[src/rtl/bcd_ripple_adder.sv]
module bcd_ripple_adder #(
  parameter int DIGITS  = 5,
  parameter bit REG_OUT = 1'b1
) (
  input  logic                clk,
  input  logic                rst_n,
  input  logic [4*DIGITS-1:0] a_bcd,
  input  logic [4*DIGITS-1:0] b_bcd,
  input  logic                carry_in,
  output logic [4*DIGITS-1:0] sum_bcd,
  output logic                carry_out,
  output logic                bad_digit
);
  localparam int W = 4 * DIGITS;

  logic [DIGITS:0]   carry;
  logic [W-1:0]      sum_c;
  logic [DIGITS-1:0] bad_c;

  assign carry[0] = carry_in;

  for (genvar d = 0; d < DIGITS; d++) begin : g_slice
    logic [3:0] da, db;
    logic [4:0] raw;
    logic       over9, fix;
    assign da    = a_bcd[4*d +: 4];
    assign db    = b_bcd[4*d +: 4];
    assign raw   = {1'b0, da} + {1'b0, db} + {4'b0000, carry[d]};
    assign over9 = raw[3] & (raw[2] | raw[1]);
    assign fix   = raw[4] | over9;
    assign sum_c[4*d +: 4] = raw[3:0] + (fix ? 4'd6 : 4'd0);
    assign carry[d+1] = fix;
    assign bad_c[d]   = (da > 4'd9) | (db > 4'd9);
  end

  if (REG_OUT) begin : g_reg
    always_ff @(posedge clk or negedge rst_n) begin
      if (!rst_n) begin
        sum_bcd   <= '0;
        carry_out <= 1'b0;
        bad_digit <= 1'b0;
      end else begin
        sum_bcd   <= sum_c;
        carry_out <= carry[DIGITS];
        bad_digit <= |bad_c;
      end
    end
  end else begin : g_comb
    assign sum_bcd   = sum_c;
    assign carry_out = carry[DIGITS];
    assign bad_digit = |bad_c;
  end
endmodule

[config.mk]
export PLATFORM = sky130hd
export DESIGN_NAME = bcd_ripple_adder
export DESIGN_NICKNAME = d
export VERILOG_FILES = /design/src/rtl/bcd_ripple_adder.sv
export SDC_FILE = /design/constraint.sdc
export NUM_CORES = 1
export LEC_CHECK = 0
export CELL_PAD_IN_SITES_DETAIL_PLACEMENT = 0
export CELL_PAD_IN_SITES_GLOBAL_PLACEMENT = 1
export CORE_ASPECT_RATIO = 0.75
export CORE_UTILIZATION = 33
export DETAILED_ROUTE_END_ITERATION = 12
export PLACE_DENSITY_LB_ADDON = 0.1
export SLEW_MARGIN = 20
export SYNTH_ARGS = -nofsm -noshare
export SYNTH_HDL_FRONTEND = slang
export SYNTH_SLANG_ARGS = --single-unit
[constraint.sdc]
create_clock -name clk -period 0.8 [get_ports clk]
set_clock_uncertainty 0.1 [all_clocks]
set_input_delay 0.08 -clock clk [delete_from_list [all_inputs] [get_ports clk]]
set_output_delay 0.08 -clock clk [all_outputs]
set_load 0.01 [all_outputs]
==> flow_metrics.py <==
metrics = {
    "yosys": {
        "synth_top_family_by_area": "adder cells",
        "synth_largest_area_cell": "dfrtp_1",
        "synth_fa_ha_area_share_pct": 33.8,
        "synth_compound_area_share_pct": 11.2,
        "synth-seq-cells": 22,
        "synth_cell_types": 28,
        "synth_area_leaders": "dfrtp_1, fa_1, ha_1",
        "synth_area_mm2": 0.00163,
        "synth_xor_area_share_pct": 8.08,
        "synth-seq-area-share_pct": 33.8,
        "yosys_warnings": 0,
        "yosysTopAreaCellShare_pct": 33.8,
        "synthMuxAreaShare_pct": 0.615,
        "synthCells": 144,
        "synth_area_per_cell_um2": 11.3,
        "syn-num-nets": 222,
        "yosys.area_share.simple_pct": 9.38,
    },
    "final_layout": {
        "regArea_um2": 551,
        "multi_input_area_mm2": 0.00125,
        "fill_cells": 363,
        "layout-drive-gt1-share_pct": 52.0,
        "design_area_mm2": 0.00281,
        "area_growth_pct": 72.5,
        "antenna_cells": 0,
        "layout.nets": 331,
    },
    "timing": {
        "max_freq_mhz": 135,
        "rsz0062_at_grt": "yes",
        "final.setup.tns_ps": -82860,
        "whs_ps": 62.6,
        "hold_viol_final": 0,
        "worst_slew_pin_slew_ps": 363,
        "finalSetupViolCount": 42,
        "layout_min_cycle_time_ps": 7430,
        "slew_headroom_pct": 75.8,
        "worst_slack_ps": -6630,
        "drv_slew": 0,
        "finalCritPeriodShare_pct": 929,
    },
    "worst_setup_path": {
        "crit_top_cell": "fa_2",
        "crit_buf_inv": 6,
        "path_class": "in -> reg",
        "worst-path-stages": 33,
        "critical-path-top-delay-family": "adder cells",
        "crit_path_max_incr_delay_ps": 560,
        "cpMaxStageDelayCell": "fa_2",
        "critPathMaxFanout": 4,
        "worst_setup_path_start_kind": "input pin",
        "worst_ep_arrival_time_ps": 7500,
        "crit_path_end_kind": "register",
        "crit_required_ps": 870,
    },
    "die": {
        "die_height_um": 62.8,
        "die_area_mm2": 0.00522,
        "rows": 21,
        "initial_core_util_pct": 35.4,
        "num_io_pins": 65,
        "coreArea_mm2": 0.00460,
        "die_x_um": 83.1,
    },
    "outcome": {
        "violations": "negative setup slack",
        "status": "finished, violations left",
    },
    "grt": {
        "grt_max_degree": 23,
        "grt_antenna_before_repair": 0,
        "grt.total_usage_pct": 17.4,
        "grt_overflow": 0,
        "grt_pass1_wl_um": 7200,
        "grt_pass1_vias": 1566,
    },
    "drt": {
        "drt_iter0_markers": 18,
        "num_vias": 1465,
        "wirelength_um": 4220,
        "via_per_inst": 4.74,
        "drt-pass1-iter-count": 4,
        "wire_per_inst_um": 13.7,
        "ant_nets": 0,
        "drc": 0,
    },
    "placed_design": {
        "port_buffers": 64,
        "placed_area_mm2": 0.00270,
        "gp_congestion": 0.755,
        "place_ws_ps": -7310,
        "dp_hpwl_um": 3370,
    },
    "power": {
        "finalPower_mw": 5.59,
        "ir_drop_v": 0.00121,
        "p_leak_nw": 1.27,
        "cellPowerDensity_mw_per_mm2": 1990,
    },
    "cts": {
        "holdBufCountCts": 0,
        "cts_sinks": 22,
        "cts_tree": "done",
        "tritoncts.num_buffers": 3,
        "cts_max_path_buffers": 2,
        "htreeDepth": 1,
        "clk_pin_slew_ps": 80,
        "cts-root-buf": "clkbuf_8",
    },
    "run": {
        "cap_violations": 0,
    },
    "worst_hold_path": {
        "hold_path_class": "in -> async",
    },
}
-- flip-flops by register name (all words and copies together), names as in the netlist --
name and count:
carry_out 1, bad_digit 1, sum_bcd 20
-- final cells by class --
class	count	share of cell area [%]
Timing Repair Buffer	104	29.1
Tap cell	57	2.54
Multi-Input combinational cell	109	44.4
Clock buffer	4	1.96
Sequential cell	22	19.6
Inverter	13	2.36
-- what timing repair did --
| action | 4_1_cts | 5_1_grt |
|---|---|---|
| buffers inserted | 7 | 4 |
| hold endpoints to repair | 0 | 0 |
| setup endpoints to repair | 44 | 43 |
| resized for setup | 183 | 20 |
| pin swaps | 46 | 38 |
-- Yosys cell counts --
cell      number
a211oi_1       2
a221o_1        1
nor2_1        12
xnor2_1        6
a21oi_1        5
nor4b_1        2
a221oi_1       1
dfrtp_1       22
fa_1          15
a21oi_2        1
nor3_1         3
inv_1         13
o22ai_1        1
nor2b_1        4
or4_1          2
o311a_1        2
nand4_1        2
nand3_1        1
ha_1          20
o21a_1         1
o21ai_0       10
o211a_1        1
a21o_1         2
nand2_1        3
a31oi_1        1
mux2i_1        1
nand2b_1       1
xor2_1         9
-- power breakdown --
group,total [mW],switching [mW],internal [mW]
combinational,3.10,1.47,1.63
sequential,1.67,0.101,1.57
clock,0.813,0.374,0.439
-- layer usage --
layer	vias to the layer above	track usage, %	wire length, um
li1	714	-	-
met1	714	21.1	1800
met2	33	32.9	2230
met3	4	2.11	155
met4	0	3.88	34
met5	-	0	0
-- kinds of logic after synthesis --
| kind of cell | count (synthesis) |
|---|---|
| flops | 22 |
| mux | 1 |
| simple gates | 30 |
| compound gates | 28 |
| xor+xnor | 15 |
| fa+ha+maj | 35 |
| buf+inv | 13 |
-- per-stage QoR --
step                      util [%]  cells
after global routing          61.0    309
final                         61.0    309
after CTS                     60.8    308
after floorplan                  -    144
after detailed placement      58.7    299
after global placement        58.7    299
-- path summary, 6_finish.rpt --
check | start | endpoint | slack (ps)
min in group clk | carry_in | sum_bcd[0] | 90
max in group asynchronous | rst_n | sum_bcd[11] | 400
worst min-delay path | rst_n | sum_bcd[16] | 60
worst max-delay path | a_bcd[0] | sum_bcd[18] | -6630
-- layout by cell type, fill, tap and decap left out, types with 3 or more instances in the layout --
cell type        count
inv_1                6
nor2b_1              4
o21ai_2              5
buf_4               34
xor2_1               5
a21oi_2              3
clkbuf_8             4
dfrtp_1             22
inv_2                5
buf_6                7
fa_2                15
buf_2               25
clkdlybuf4s15_2      3
ha_4                 5
xor2_2               4
clkbuf_2             6
clkdlybuf4s50_1     15
nor2_1              11
a21oi_1              3
dlygate4sd2_1       10
xnor2_1              5
ha_1                14
o21ai_1              4
Note: power is estimated with default switching activity, not from simulation.
